[src/rtl/erl_pkg.sv]
package erl_pkg;
  typedef enum logic [1:0] {
    LD_IDLE = 2'd0,
    LD_ERR  = 2'd1,
    LD_XCHG = 2'd2
  } ld_kind_e;
endpackage

[src/rtl/erl_count.sv]
module erl_count
  import erl_pkg::*;
#(
  parameter int CNT_W = 2
) (
  input  logic             clk,
  input  logic             rst,
  input  ld_kind_e         kind,
  output logic [CNT_W-1:0] cnt_q
);
  localparam logic [CNT_W-1:0] CMAX = {CNT_W{1'b1}};

  always_ff @(posedge clk) begin
    if (rst) begin
      cnt_q <= '0;
    end else begin
      case (kind)
        LD_XCHG: cnt_q <= '0;
        LD_ERR:  if (cnt_q != CMAX) cnt_q <= cnt_q + 1'b1;
        default: cnt_q <= cnt_q;
      endcase
    end
  end

  assert_count_step_R4: assert property (@(posedge clk) disable iff (rst)
    (kind == LD_ERR && cnt_q != CMAX) |=> cnt_q == $past(cnt_q) + 1'b1);
  assert_count_saturate_R4: assert property (@(posedge clk) disable iff (rst)
    (kind == LD_ERR && cnt_q == CMAX) |=> cnt_q == CMAX);
  assert_count_cleared_R5: assert property (@(posedge clk) disable iff (rst)
    (kind == LD_XCHG) |=> cnt_q == '0);
  assert_count_idle_R7: assert property (@(posedge clk) disable iff (rst)
    (kind == LD_IDLE) |=> $stable(cnt_q));
endmodule

[src/rtl/erl_fields.sv]
module erl_fields
  import erl_pkg::*;
#(
  parameter int TYPE_W = 4,
  parameter int NODE_W = 9
) (
  input  logic              clk,
  input  logic              rst,
  input  ld_kind_e          kind,
  input  logic [TYPE_W-1:0] type_i,
  input  logic [NODE_W-1:0] node_i,
  input  logic              mark_i,
  output logic [TYPE_W-1:0] type_q,
  output logic [NODE_W-1:0] node_q,
  output logic              perm_q
);
  logic perm_base;

  always_comb begin
    perm_base = (kind == LD_XCHG) ? 1'b0 : perm_q;
  end

  always_ff @(posedge clk) begin
    if (rst) begin
      type_q <= '0;
      node_q <= '0;
      perm_q <= 1'b0;
    end else begin
      if (kind != LD_IDLE) begin
        type_q <= type_i;
        node_q <= node_i;
      end
      perm_q <= perm_base | mark_i;
    end
  end

  assert_overwrite_R3: assert property (@(posedge clk) disable iff (rst)
    (kind != LD_IDLE) |=> (type_q == $past(type_i) && node_q == $past(node_i)));
  assert_mark_sets_R6: assert property (@(posedge clk) disable iff (rst)
    mark_i |=> perm_q);
  assert_perm_sticky_R6: assert property (@(posedge clk) disable iff (rst)
    (perm_q && kind != LD_XCHG) |=> perm_q);
  assert_xchg_clears_R5: assert property (@(posedge clk) disable iff (rst)
    (kind == LD_XCHG && !mark_i) |=> !perm_q);
endmodule

[src/rtl/erl_log.sv]
module erl_log
  import erl_pkg::*;
#(
  parameter int TYPE_W      = 4,
  parameter int NODE_W      = 9,
  parameter int CNT_W       = 2,
  parameter int UNSAFE_TYPE = 14
) (
  input  logic                            clk,
  input  logic                            rst,
  input  logic                            ld_i,
  input  logic                            ld_xchg_i,
  input  logic [TYPE_W-1:0]               ld_type_i,
  input  logic [NODE_W-1:0]               ld_node_i,
  input  logic                            perm_mark_i,
  input  logic                            rd_en_i,
  output logic [1+CNT_W+TYPE_W+NODE_W-1:0] log_o,
  output logic [1+CNT_W+TYPE_W+NODE_W-1:0] rd_data_o,
  output logic                            rd_multi_o
);
  localparam int LOG_W = 1 + CNT_W + TYPE_W + NODE_W;
  localparam logic [TYPE_W-1:0] UNSAFE_V = TYPE_W'(UNSAFE_TYPE);
  localparam logic [CNT_W-1:0]  CNT_TWO  = CNT_W'(2);

  ld_kind_e          kind;
  logic [CNT_W-1:0]  cnt_q;
  logic [TYPE_W-1:0] type_q;
  logic [NODE_W-1:0] node_q;
  logic              perm_q;
  logic              multi_now;

  always_comb begin
    if (!ld_i)          kind = LD_IDLE;
    else if (ld_xchg_i) kind = LD_XCHG;
    else                kind = LD_ERR;
  end

  erl_count #(.CNT_W(CNT_W)) u_count (
    .clk   (clk),
    .rst   (rst),
    .kind  (kind),
    .cnt_q (cnt_q)
  );

  erl_fields #(.TYPE_W(TYPE_W), .NODE_W(NODE_W)) u_fields (
    .clk    (clk),
    .rst    (rst),
    .kind   (kind),
    .type_i (ld_type_i),
    .node_i (ld_node_i),
    .mark_i (perm_mark_i),
    .type_q (type_q),
    .node_q (node_q),
    .perm_q (perm_q)
  );

  always_comb begin
    log_o = {perm_q, cnt_q, type_q, node_q};
    if (cnt_q > CNT_TWO)       multi_now = 1'b1;
    else if (cnt_q == CNT_TWO) multi_now = !(perm_q && type_q != UNSAFE_V);
    else                       multi_now = 1'b0;
  end

  always_ff @(posedge clk) begin
    if (rst) begin
      rd_data_o  <= '0;
      rd_multi_o <= 1'b0;
    end else if (rd_en_i) begin
      rd_data_o  <= log_o;
      rd_multi_o <= multi_now;
    end
  end

  assert_read_capture_R8: assert property (@(posedge clk) disable iff (rst)
    rd_en_i |=> rd_data_o == $past(log_o));
  assert_read_hold_R8: assert property (@(posedge clk) disable iff (rst)
    !rd_en_i |=> $stable(rd_data_o) && $stable(rd_multi_o));
  assert_log_hold_R7: assert property (@(posedge clk) disable iff (rst)
    (!ld_i && !perm_mark_i) |=> $stable(log_o));
  assert_no_multi_low_R9: assert property (@(posedge clk) disable iff (rst)
    (rd_en_i && cnt_q < CNT_TWO) |=> !rd_multi_o);
  initial assert (LOG_W >= 4) else $error("log width too small");
endmodule

[config.mk]
export PLATFORM = sky130hd
export DESIGN_NAME = erl_log
export DESIGN_NICKNAME = d
export VERILOG_FILES = /design/src/rtl/erl_pkg.sv /design/src/rtl/erl_count.sv /design/src/rtl/erl_fields.sv /design/src/rtl/erl_log.sv
export SDC_FILE = /design/constraint.sdc
export NUM_CORES = 1
export LEC_CHECK = 0
export ABC_CLOCK_PERIOD_IN_PS = 1400
export BUFFER_PORTS_ARGS = -buffer_cell sky130_fd_sc_hd__buf_4
export CORE_MARGIN = 3
export CORE_UTILIZATION = 41
export DETAILED_ROUTE_END_ITERATION = 7
export PLACE_DENSITY = 0.73
export SKIP_CTS_REPAIR_TIMING = 1
export SYNTH_ARGS = -nofsm -noshare
export SYNTH_HDL_FRONTEND = slang
export SYNTH_SLANG_ARGS = --single-unit
[constraint.sdc]
create_clock -name clk -period 1.4 [get_ports clk]
set_input_delay 0.07 -clock clk [delete_from_list [all_inputs] [get_ports clk]]
set_output_delay 0.07 -clock clk [all_outputs]
set_load 0.03 [all_outputs]
After elaboration in Yosys (flattened, before gate mapping)
Index checks and enable logic that the tools add are counted.
{"block": "op_classes", "order_cmp": 1, "n_reduce_logical": 5, "n_mux": 7, "add_sub_neg": 1, "eq_ne": 6, "bitwise": 1}
{"cell": "2-bit two-way mux", "n": 3}
{"cell": "2-bit == test (second input constant)", "n": 2}
{"cell": "4-bit inequality test (second input constant)", "n": 1}
{"cell": "2-bit case mux with 2 select lines", "n": 1}
{"cell": "2-bit nonzero test", "n": 2}
{"cell": "1-bit two-way mux", "n": 3}
{"cell": "2-bit by 1-bit adder with 2-bit output (second input constant)", "n": 1}
{"cell": "2-bit by 1-bit == test with 1-bit output (second input constant)", "n": 1}
{"cell": "2-bit > comparator (second input constant)", "n": 1}
{"cell": "2-bit by 1-bit inequality test with 1-bit output (second input constant)", "n": 1}
{"cell": "2-bit inequality test (second input constant)", "n": 1}
{"cell": "2-bit AND reduction", "n": 1}
{"cell": "1-bit logical AND", "n": 1}
{"cell": "1-bit logical NOT", "n": 1}
{"cell": "1-bit bitwise OR", "n": 1}
{"block": "word_totals", "output_inout_bits": 33, "register_bits": 33, "in_bits": 19, "wordCells": 27}

Logic depth before layout (Yosys ltp)
Gate-level depths: netlist of the first run.
{"block": "depth", "depth_word": 5, "depth_mapped": 4}

Modules after synthesis
From an unflattened synthesis of the first run, not the netlist that was laid out.
{"block": "unflattened", "cells_unflattened": 133, "hier_area_um2": 1347.5}
{"module": "erl_log", "seq_area_each_um2": 340.3, "area_each_um2": 658.1, "n_inst": 1, "cells_each": 61}
{"module": "erl_fields", "seq_area_each_um2": 280.3, "area_each_um2": 570.5, "n_inst": 1, "cells_each": 61}
{"module": "erl_count", "seq_area_each_um2": 40.0, "area_each_um2": 118.9, "n_inst": 1, "cells_each": 11}

Least setup slack after synthesis of the first run
Ideal clock, no wire load.
{"block": "synth_path", "path_kind": "flip-flop to flip-flop", "startpoint": "reg u_count.cnt_q[0]", "endpoint": "reg u_count.cnt_q[1]", "path_slack_ps": -183, "period_less_slack_ps": 1583, "setup_time_ps": 70, "arrival_time_ps": 1513, "stages_incl_launch_ff": 5, "n_path_buf": 0, "cell_sequence": "dfxtp_1 inv_1 ha_1 or4_1 a21oi_1"}
{"block": "synth_via", "elab_chain_len": 3}
{"item": "start, declared", "line_no": "erl_count.sv:9", "text": "output logic [CNT_W-1:0] cnt_q"}
{"item": "start signal, assigned", "line_no": "erl_count.sv:19", "text": "LD_ERR: if (cnt_q != CMAX) cnt_q <= cnt_q + 1'b1;"}
{"item": "start signal, assigned", "line_no": "erl_count.sv:20", "text": "default: cnt_q <= cnt_q;"}
{"item": "2-bit by 1-bit adder with 2-bit output / 2-bit inequality test (equally long branches)", "line_no": "erl_count.sv:19"}
{"item": "2-bit two-way mux / 2-bit by 1-bit inequality test with 1-bit output (equally long branches)"}
{"item": "2-bit case mux with 2 select lines / 2-bit AND reduction (equally long branches)"}
Parallel ways exist; a longest one is shown, timed or not. The select of a mux whose other input is x is not followed.
A chain may end at the register's enable or synchronous reset.

Worst setup path in the final report of the first run
Ends and elaborated chain as after synthesis.

==> flow_summary.rst, run 1 <==
.. list-table::
   :header-rows: 1

   * - Metric
     - Value
   * - Outcome
     - complete, but fails checks
   * - Violations in the final reports
     - negative hold slack
   * - Layout overhead on the synthesized area
     - 39.7%
   * - Global-route total usage across every layer
     - 0.158
   * - Clock root buffer
     - sky130_fd_sc_hd__clkbuf_4
   * - Most frequent cells in the layout
     - sky130_fd_sc_hd__buf_4 (52), sky130_fd_sc_hd__nor2_1 (31), sky130_fd_sc_hd__dfxtp_1 (31)
   * - Reg2Reg Depth
     - 3
   * - Inst Count DP
     - 193
   * - Delay of the slowest critical-path stage
     - 0.52 ns
   * - Slowest-stage cell, CP
     - sky130_fd_sc_hd__or4_1
   * - Type of the worst min-delay path
     - in -> reg
   * - Final design utilization
     - 0.613
   * - H-tree depth
     - 2
   * - Critical Path Fanout Max
     - 6
   * - Most common library cell in the layout ignoring fill and taps
     - sky130_fd_sc_hd__buf_4
   * - Top-level I/O count
     - 52
   * - Number of antenna violations at the first check in global routing
     - 0
   * - FF+latch count, synth
     - 33
   * - Count of buffer and inverter cells on the critical path
     - 0
   * - Clock sink count
     - 33
   * - Leak Pwr
     - 0.859 nW
   * - Unique masters post-synth
     - 18
   * - Worst voltage drop across the vdd grid
     - 0.685 mV
   * - Worst flop-to-flop path endpoint
     - u_count.cnt_q[1]
   * - Max-Slew Margin vs Limit
     - 0.781
   * - Total power density per cell area
     - 1080 mW/mm^2
   * - Total core area
     - between 0.002 and 0.003 mm^2
   * - Area of the die
     - 0.00370 mm^2
   * - Final cell count without fillers
     - about 200
   * - Antenna diode count
     - 0
   * - Area of the mapped netlist
     - 0.00123 mm^2
   * - Number of input and output port buffers inserted
     - 51
   * - Final Hold Fails
     - 6
   * - Hold Worst Slack
     - -0.00957 ns
   * - Clock insertion delay at the later pin of the skew report
     - ~0.32 ns
   * - Number of instances in the synthesized netlist
     - 119
   * - Number of cell rows
     - 19
   * - Post-Syn Nets
     - 140
   * - MaxCap Viol Count
     - 0
   * - Cell area after layout
     - between 0.0015 and 0.002 mm^2
   * - First-pass GRT wire length
     - 4260 um
   * - Sequential fraction of the synthesis area
     - 0.537
   * - Leading post-synthesis cells by cell area
     - sky130_fd_sc_hd__dfxtp_1 (54%), sky130_fd_sc_hd__mux2i_1 (24%), sky130_fd_sc_hd__nor2_1 (9.5%), sky130_fd_sc_hd__buf_4 (2.4%), sky130_fd_sc_hd__ha_1 (2.0%)
   * - Pin slew with the least headroom to its limit
     - 0.320 ns
   * - Maximum number of pins on one net before global-route repair
     - 34
   * - Starting Density
     - 0.439
   * - Top achievable clock speed
     - ~770 MHz
   * - Vertical die dimension
     - between 60 and 70 um
   * - Fin. max-slew vios
     - 0
   * - Number of buffers on the longest clock path
     - 2
   * - Total routed wirelength
     - 2630 um
   * - Mean Syn Cell Area
     - 10.3 um^2
   * - Clock Skew
     - 0.00319 ns
   * - Final TNS setup
     - 0 ns
   * - Final net count
     - 195
   * - Startpoint of the worst hold path
     - ld_node_i[5]
   * - Number of global-route vias before repair
     - 958
   * - TritonCTS Buffers
     - 5
   * - RR Startpoint
     - u_count.cnt_q[0]
   * - Data required time of the worst path
     - 1.65 ns
   * - GPL Wtd Cong
     - between 0.8 and 0.9
   * - RSZ-0062 raised after global routing
     - no
   * - Drt wl/cell
     - 12.8 um
   * - Yosys warning total
     - 0
   * - Worst min-delay path endpoint
     - u_fields.node_q[5]
   * - Critical path arrival
     - 1.56 ns
   * - Post-layout min period
     - 1.30 ns
   * - Residual antenna-violating net count after detailed routing
     - 0
   * - Via-to-Cell Ratio
     - around 4.9
   * - Post-synth top area share
     - 0.537
   * - Top cell type by total area after synthesis
     - sky130_fd_sc_hd__dfxtp_1
   * - Final HPWL DP
     - 1840 um
   * - Clock input transition at the sequential cells of the worst setup and hold paths
     - roughly 0.09 ns
   * - Endpoint class of the critical path
     - flop
   * - Startpoint class of the critical path
     - flop
   * - Cell chain of the critical path
     - ha_1 > or4_1 > a21oi_1
   * - Global route total overflow
     - 0
   * - DRC violations left
     - 0
   * - Final clock period utilization by the worst path
     - 0.932
   * - TritonCTS clock tree
     - built
   * - Cell depth of the worst hold path
     - 3
   * - Setup-failing EPs final
     - 0
   * - Number of vias in the routed layout
     - 1,013
   * - Critical path class
     - reg -> reg
   * - Share of layout cells above drive strength 1
     - 0.351
   * - Initial drt markers
     - 37
   * - R2R Setup Slk
     - 0.1 ns
   * - Number of search-and-repair iterations in the first detailed-routing pass
     - 4
   * - Largest delay share family, worst path
     - simple AND/OR/NAND/NOR gates
   * - Cell area after placement
     - 0.00162 mm^2
   * - Die outline width
     - between 60 and 70 um
-- metrics by stage --
| step | power, mW | setup slack (ns) | hold WS, ns |
|---|---|---|---|
| 5_1_grt | 1.96 | 0.0522 | 0.000855 |
| 4_1_cts | 1.87 | 0.0115 | -0.0556 |
| 6_report | 1.85 | 0.0952 | -0.00957 |
| 2_1_floorplan | 1.23 | 0.00755 | 0.187 |
| 3_3_place_gp | 1.34 | 0.0680 | 0.282 |
| 3_5_place_dp | 1.35 | 0.0314 | 0.291 |
-- per-layer routing --
metal | vias to the layer above | routed length, um | global-route usage
li1 | 509 | - | -
met1 | 469 | 1140 | 0.188
met2 | 30 | 1260 | 0.250
met3 | 5 | 186 | 0.0596
met4 | 0 | 43 | 0.0743
met5 | - | 0 | 0
-- kinds of logic after synthesis --
group	count (synthesis)	share of synthesized area
AO/OA/AOI/OAI	6	0.0274
adder cells (fa/ha/maj)	2	0.0203
buffers and inverters	11	0.0467
flip-flops	33	0.537
multiplexers	29	0.236
AND/OR/NAND/NOR	38	0.133
-- flip-flops by register name, summed over array words and instances, names as in the netlist --
name / cells
rd_multi_o: 1
rd_data_o: 16
u_fields.node_q: 9
u_count.cnt_q: 2
u_fields.type_q: 4
u_fields.perm_q: 1
-- synthesized netlist by cell type --
| cell type | count |
|---|---|
| sky130_fd_sc_hd__nand4b_1 | 1 |
| sky130_fd_sc_hd__buf_4 | 4 |
| sky130_fd_sc_hd__mux2i_1 | 29 |
| sky130_fd_sc_hd__inv_1 | 1 |
| sky130_fd_sc_hd__nand2_1 | 1 |
| sky130_fd_sc_hd__o21ai_0 | 2 |
| sky130_fd_sc_hd__buf_2 | 1 |
| sky130_fd_sc_hd__inv_2 | 1 |
| sky130_fd_sc_hd__nor2_1 | 31 |
| sky130_fd_sc_hd__and3_1 | 1 |
| sky130_fd_sc_hd__clkbuf_1 | 4 |
| sky130_fd_sc_hd__or4_1 | 2 |
| sky130_fd_sc_hd__nor2b_1 | 1 |
| sky130_fd_sc_hd__nor3b_1 | 1 |
| sky130_fd_sc_hd__a21oi_1 | 3 |
| sky130_fd_sc_hd__dfxtp_1 | 33 |
| sky130_fd_sc_hd__ha_1 | 2 |
| sky130_fd_sc_hd__a2111oi_0 | 1 |
-- power by group --
| group | switching (mW) | internal, mW | total (mW) |
|---|---|---|---|
| Sequential | 0.0320 | 0.982 | 1.01 |
| Clock | 0.283 | 0.237 | 0.520 |
| Combinational | 0.177 | 0.144 | 0.321 |
| Total | 0.492 | 1.36 | 1.85 |
-- final cells by class --
cell class / instances / area [um^2]
sequential: 33 / 666
clock buffer: 7 / 55.1
timing repair buffer: 57 / 440
inverter: 2 / 7.51
tap: 31 / 38.8
fill: 255 / 1080
multi-input combinational: 75 / 513
-- worst max-delay path by stage --
stage	start	end	slack, ns	depth (start not counted)
global route	u_count.cnt_q[0]	u_count.cnt_q[0]	0.05	3
detailed placement	u_count.cnt_q[0]	u_count.cnt_q[1]	0.03	4
floorplan	u_count.cnt_q[0]	u_count.cnt_q[1]	0.008	4
CTS	u_count.cnt_q[0]	u_count.cnt_q[1]	0.01	4
finish	u_count.cnt_q[0]	u_count.cnt_q[1]	0.1	3
global placement	u_count.cnt_q[0]	u_count.cnt_q[1]	0.07	4
-- worst min-delay path: stages --
cell and delay [ns]:
sky130_fd_sc_hd__buf_4 0.08, sky130_fd_sc_hd__mux2i_1 0.05, sky130_fd_sc_hd__nor2_1 0.08
No activity file was read; power rests on OpenSTA's default activity.
==> inputs of run 2 (changes only) <==
Settings changed: ABC_CLOCK_PERIOD_IN_PS 1400 to 1600, CORE_UTILIZATION 41 to 49, CTS_BUF_LIST from default to sky130_fd_sc_hd__clkbuf_16, PLACE_DENSITY 0.73 to 0.82.
Clock period 1.4 ns to 1.6 ns, I/O delays scaled along.
==> flow_summary.rst, run 2 (same netlist as run 1, synthesis figures left out) <==
.. list-table::
   :header-rows: 1

   * - Metric
     - Value
   * - Outcome
     - complete, no violations
   * - DRC violations left
     - 0
   * - Starting Density
     - 0.536
   * - H-tree depth
     - 2
   * - Most frequent cells in the layout
     - sky130_fd_sc_hd__buf_4 (51), sky130_fd_sc_hd__dfxtp_1 (33), sky130_fd_sc_hd__nor2_1 (31)
   * - Number of input and output port buffers inserted
     - 51
   * - First-pass GRT wire length
     - 4550 um
   * - Pre-CTS WS
     - about 0.14 ns
   * - Type of the worst min-delay path
     - in -> reg
   * - RSZ-0062 raised after global routing
     - no
   * - Global-route total usage across every layer
     - 0.186
   * - Number of buffers on the longest clock path
     - 2
   * - Register area
     - 661 um^2
   * - Final TNS setup
     - 0 ns
   * - Initial drt markers
     - 13
   * - Hold Worst Slack
     - roughly 0.031 ns
   * - Share of layout cells above drive strength 1
     - 0.343
   * - Layout overhead on the synthesized area
     - 41.1%
   * - Final Hold Fails
     - 0
   * - Final clock period utilization by the worst path
     - 0.920
   * - Data required time of the worst path
     - 1.80 ns
   * - Critical path arrival
     - 1.67 ns
   * - Worst voltage drop across the vdd grid
     - about 0.96 mV
   * - Fill count
     - 174
   * - Cell area after layout
     - ~0.0017 mm^2
   * - Slowest-stage cell, CP
     - sky130_fd_sc_hd__or4_1
   * - Pin slew with the least headroom to its limit
     - about 0.30 ns
   * - Via-to-Cell Ratio
     - 5.07
   * - Vertical die dimension
     - 56.1 um
   * - Final net count
     - between 150 and 200
   * - Least setup slack across all paths after layout
     - 0.128 ns
   * - Clock root buffer
     - sky130_fd_sc_hd__clkbuf_16
   * - Critical Path Fanout Max
     - 6
   * - Cell chain of the critical path
     - inv_1 > ha_1 > or4_1 > a21oi_1
   * - Endpoint class of the critical path
     - flop
   * - Delay of the slowest critical-path stage
     - approximately 0.49 ns
   * - Number of antenna violations at the first check in global routing
     - 0
   * - Die outline width
     - 56.1 um
   * - Top achievable clock speed
     - 679 MHz
   * - Area of the die
     - 0.00315 mm^2
   * - Drt wl/cell
     - 13.7 um
   * - Setup-failing EPs final
     - 0
   * - Number of cell rows
     - 17
   * - Cell area after placement
     - 0.00160 mm^2
   * - Final HPWL DP
     - 1880 um
   * - Clock input transition at the sequential cells of the worst setup and hold paths
     - around 0.050 ns
   * - Startpoint class of the critical path
     - flop
   * - Residual antenna-violating net count after detailed routing
     - 0
   * - Number of flip-flops under the largest register name
     - 16
   * - Clock sink count
     - 33
   * - Total routed wirelength
     - 2700 um
   * - Fin. max-slew vios
     - 0
   * - Leak Pwr
     - between 0.8 and 0.9 nW
   * - Most common library cell in the layout ignoring fill and taps
     - sky130_fd_sc_hd__buf_4
   * - Antenna diode count
     - 0
   * - Global route total overflow
     - 0
   * - TritonCTS clock tree
     - built
   * - Clock Skew
     - 0.00291 ns
   * - Total core area
     - 0.00230 mm^2
   * - Maximum number of pins on one net before global-route repair
     - 34
   * - Post-layout min period
     - 1.47 ns
   * - MaxCap Viol Count
     - 0
   * - Max-Slew Margin vs Limit
     - 0.795
   * - Top-level I/O count
     - 52
   * - Number of search-and-repair iterations in the first detailed-routing pass
     - 4
   * - GPL Wtd Cong
     - 0.751
   * - Biggest regs
     - rd_data_o (16), u_fields.node_q (9), u_fields.type_q (4)
   * - Clock insertion delay at the later pin of the skew report
     - 0.27 ns
   * - Register with the highest flop count
     - rd_data_o
   * - TritonCTS Buffers
     - 5
   * - Number of vias in the routed layout
     - about 1,000
   * - Number of global-route vias before repair
     - about 1,000
   * - Total power density per cell area
     - 1170 mW/mm^2
   * - Critical path class
     - reg -> reg
   * - Final design utilization
     - 0.756
   * - Area taken by multi-input logic gates
     - around 500 um^2
[run 2: routing by layer]
layer  vias to the layer above  global-route usage  share of wire
met4                         0              0.0915          0.023
met1                       468               0.199           0.40
li1                        495                   -              -
met3                         7              0.0557          0.049
met2                        28               0.327           0.53
met5                         -                   0              0
[run 2: power breakdown]
| part | total, mW | internal, mW | switching, mW |
|---|---|---|---|
| sequential | 0.891 | 0.862 | 0.0288 |
| combinational | 0.270 | 0.116 | 0.154 |
| clock | 0.864 | 0.560 | 0.304 |
| total | 2.03 | 1.54 | 0.487 |
[run 2: path summary, 6_finish.rpt]
kind                                       start          endpoint  slack (ns)  cells past startpoint
worst max-delay path            u_count.cnt_q[0]  u_count.cnt_q[1]        0.13                      4
worst min-delay path                 perm_mark_i   u_fields.perm_q        0.03                      3
worst max register to register  u_count.cnt_q[0]  u_count.cnt_q[1]        0.13                      4
worst min register to register      rd_data_o[2]      rd_data_o[2]        0.50                      2
[run 2: through the flow]
stage / cells / power, mW
2_1_floorplan: 119 / 1.07
3_3_place_gp: 189 / 1.17
3_5_place_dp: 189 / 1.18
4_1_cts: 197 / 2.04
5_1_grt: 197 / 2.12
6_report: 197 / 2.03
[run 2: critical path, delay by kind of cell (launching register included)]
family,cells,cell delay (ns)
flops,1,0.41
simple gates,1,0.49
fa+ha+maj,1,0.28
compound gates,1,0.16
buf+inv,1,0.07
[run 2: final cells by class]
cell class | count | area share
clock buffer | 5 | 0.0720
multi-input combinational | 75 | 0.295
tap | 28 | 0.0202
inverter | 2 | 0.00432
clock inverter | 3 | 0.00720
sequential | 33 | 0.380
timing repair buffer | 51 | 0.220
==> inputs of run 3 (changes only) <==
Settings changed: CORE_UTILIZATION 49 to 45, PLACE_DENSITY 0.82 to 0.76.
==> flow_summary.rst, run 3 (same netlist as run 1, synthesis figures left out) <==
.. list-table::
   :header-rows: 1

   * - Metric
     - Value
   * - Final TNS setup
     - 0 ns
   * - Residual antenna-violating net count after detailed routing
     - 0
   * - Clock input transition at the sequential cells of the worst setup and hold paths
     - 0.05 ns
   * - Via-to-Cell Ratio
     - 5.02
   * - Endpoint class of the critical path
     - flop
   * - TritonCTS Buffers
     - 5
   * - Worst voltage drop across the vdd grid
     - ~0.94 mV
   * - Final HPWL DP
     - 1840 um
   * - Inst Count DP
     - 191
   * - Post-layout min period
     - 1.49 ns
   * - Max-Slew Margin vs Limit
     - 0.771
   * - Critical Path Fanout Max
     - 6
   * - Starting Density
     - 0.484
   * - Number of global-route vias before repair
     - 976
   * - Number of cell rows
     - 18
   * - TritonCTS clock tree
     - built
   * - Startpoint class of the critical path
     - flop
   * - Maximum number of pins on one net before global-route repair
     - 34
   * - R2R Setup Slk
     - 0.11 ns
   * - Biggest regs
     - rd_data_o (16), u_fields.node_q (9), u_fields.type_q (4)
   * - Total power density per cell area
     - ~1200 mW/mm^2
   * - Global route total overflow
     - 0
   * - Setup-failing EPs final
     - 0
   * - Hold Worst Slack
     - 0.0273 ns
   * - Number of buffers on the longest clock path
     - 2
   * - Clock sink count
     - 33
   * - Clock insertion delay at the later pin of the skew report
     - 0.27 ns
   * - Layout overhead on the synthesized area
     - 40.9%
   * - Drt wl/cell
     - 13.3 um
   * - Final design utilization
     - 0.681
   * - Register with the highest flop count
     - rd_data_o
   * - First-pass GRT wire length
     - ~4400 um
   * - Leak Pwr
     - 0.869 nW
   * - Top achievable clock speed
     - around 670 MHz
   * - Data required time of the worst path
     - 1.80 ns
   * - Cell area after placement
     - approximately 0.0016 mm^2
   * - Total routed wirelength
     - 2640 um
   * - DRC violations left
     - 0
   * - H-tree depth
     - 2
   * - Cell area after layout
     - 0.00173 mm^2
   * - Antenna diode count
     - 0
   * - Most frequent cells in the layout
     - sky130_fd_sc_hd__buf_4 (51), sky130_fd_sc_hd__dfxtp_1 (33), sky130_fd_sc_hd__nor2_1 (31)
   * - Vertical die dimension
     - 58.3 um
   * - GPL Wtd Cong
     - 0.709
   * - Area of the die
     - between 0.003 and 0.004 mm^2
   * - Clock root buffer
     - sky130_fd_sc_hd__clkbuf_16
   * - Share of layout cells above drive strength 1
     - 0.339
   * - Die outline width
     - 58.3 um
   * - Number of flip-flops under the largest register name
     - 16
   * - Number of search-and-repair iterations in the first detailed-routing pass
     - 4
   * - Global-route total usage across every layer
     - 0.175
   * - Final Hold Fails
     - 0
   * - Pin slew with the least headroom to its limit
     - 0.335 ns
   * - Fin. max-slew vios
     - 0
   * - Total core area
     - approximately 0.0025 mm^2
   * - Critical path class
     - reg -> reg
   * - Top-level I/O count
     - 52
   * - Critical path arrival
     - about 1.7 ns
   * - RSZ-0062 raised after global routing
     - no
   * - Final clock period utilization by the worst path
     - 0.933
   * - MaxCap Viol Count
     - 0
   * - Most common library cell in the layout ignoring fill and taps
     - sky130_fd_sc_hd__buf_4
   * - Type of the worst min-delay path
     - in -> reg
   * - Final net count
     - roughly 190
   * - Outcome
     - complete, no violations
   * - Initial drt markers
     - 18
   * - Number of vias in the routed layout
     - approximately 990
   * - Number of input and output port buffers inserted
     - between 50 and 60
   * - Number of antenna violations at the first check in global routing
     - 0
   * - Final cell count without fillers
     - 198
   * - Clock Skew
     - approximately 0.0023 ns
-- run 3: path summary, 6_finish.rpt --
path,start,end,cells after the start
max,u_count.cnt_q[0],u_count.cnt_q[1],4
min,perm_mark_i,u_fields.perm_q,3
max reg2reg,u_count.cnt_q[0],u_count.cnt_q[1],4
min reg2reg,rd_data_o[15],rd_data_o[15],2
-- run 3: area by class of cell --
type	count	area (um^2)
clock inverters	2	7.51
well taps	30	37.5
fillers	204	811
flip-flops and latches	33	661
multi-input cells	75	513
inverters	2	7.51
repair buffers	51	383
clock buffers	5	125
-- run 3: power breakdown --
group	internal (mW)	switching (mW)	total [mW]
Clock	0.552	0.292	0.844
Combinational	0.116	0.153	0.269
Sequential	0.863	0.0292	0.892
-- run 3: metal layers --
metal | GRT usage | vias up | routed length [um]
li1 | - | 499 | -
met5 | 0 | - | 0
met3 | 0.0592 | 6 | 194
met1 | 0.205 | 458 | 1090
met4 | 0.0993 | 0 | 49
met2 | 0.278 | 31 | 1300
-- run 3: worst max-delay path, stage by stage, from the launching register on --
cell                      delay [ns]
sky130_fd_sc_hd__dfxtp_1        0.42
sky130_fd_sc_hd__inv_1          0.07
sky130_fd_sc_hd__ha_1           0.29
sky130_fd_sc_hd__or4_1          0.49
sky130_fd_sc_hd__a21oi_1        0.15
-- run 3: metrics by stage --
stage / setup WS [ns] / total power [mW]
5_1_grt: 0.0468 / 2.09
2_1_floorplan: 0.0169 / 1.07
4_1_cts: 0.0982 / 2.03
6_report: 0.108 / 2.01
3_5_place_dp: 0.108 / 1.18
3_3_place_gp: 0.206 / 1.17
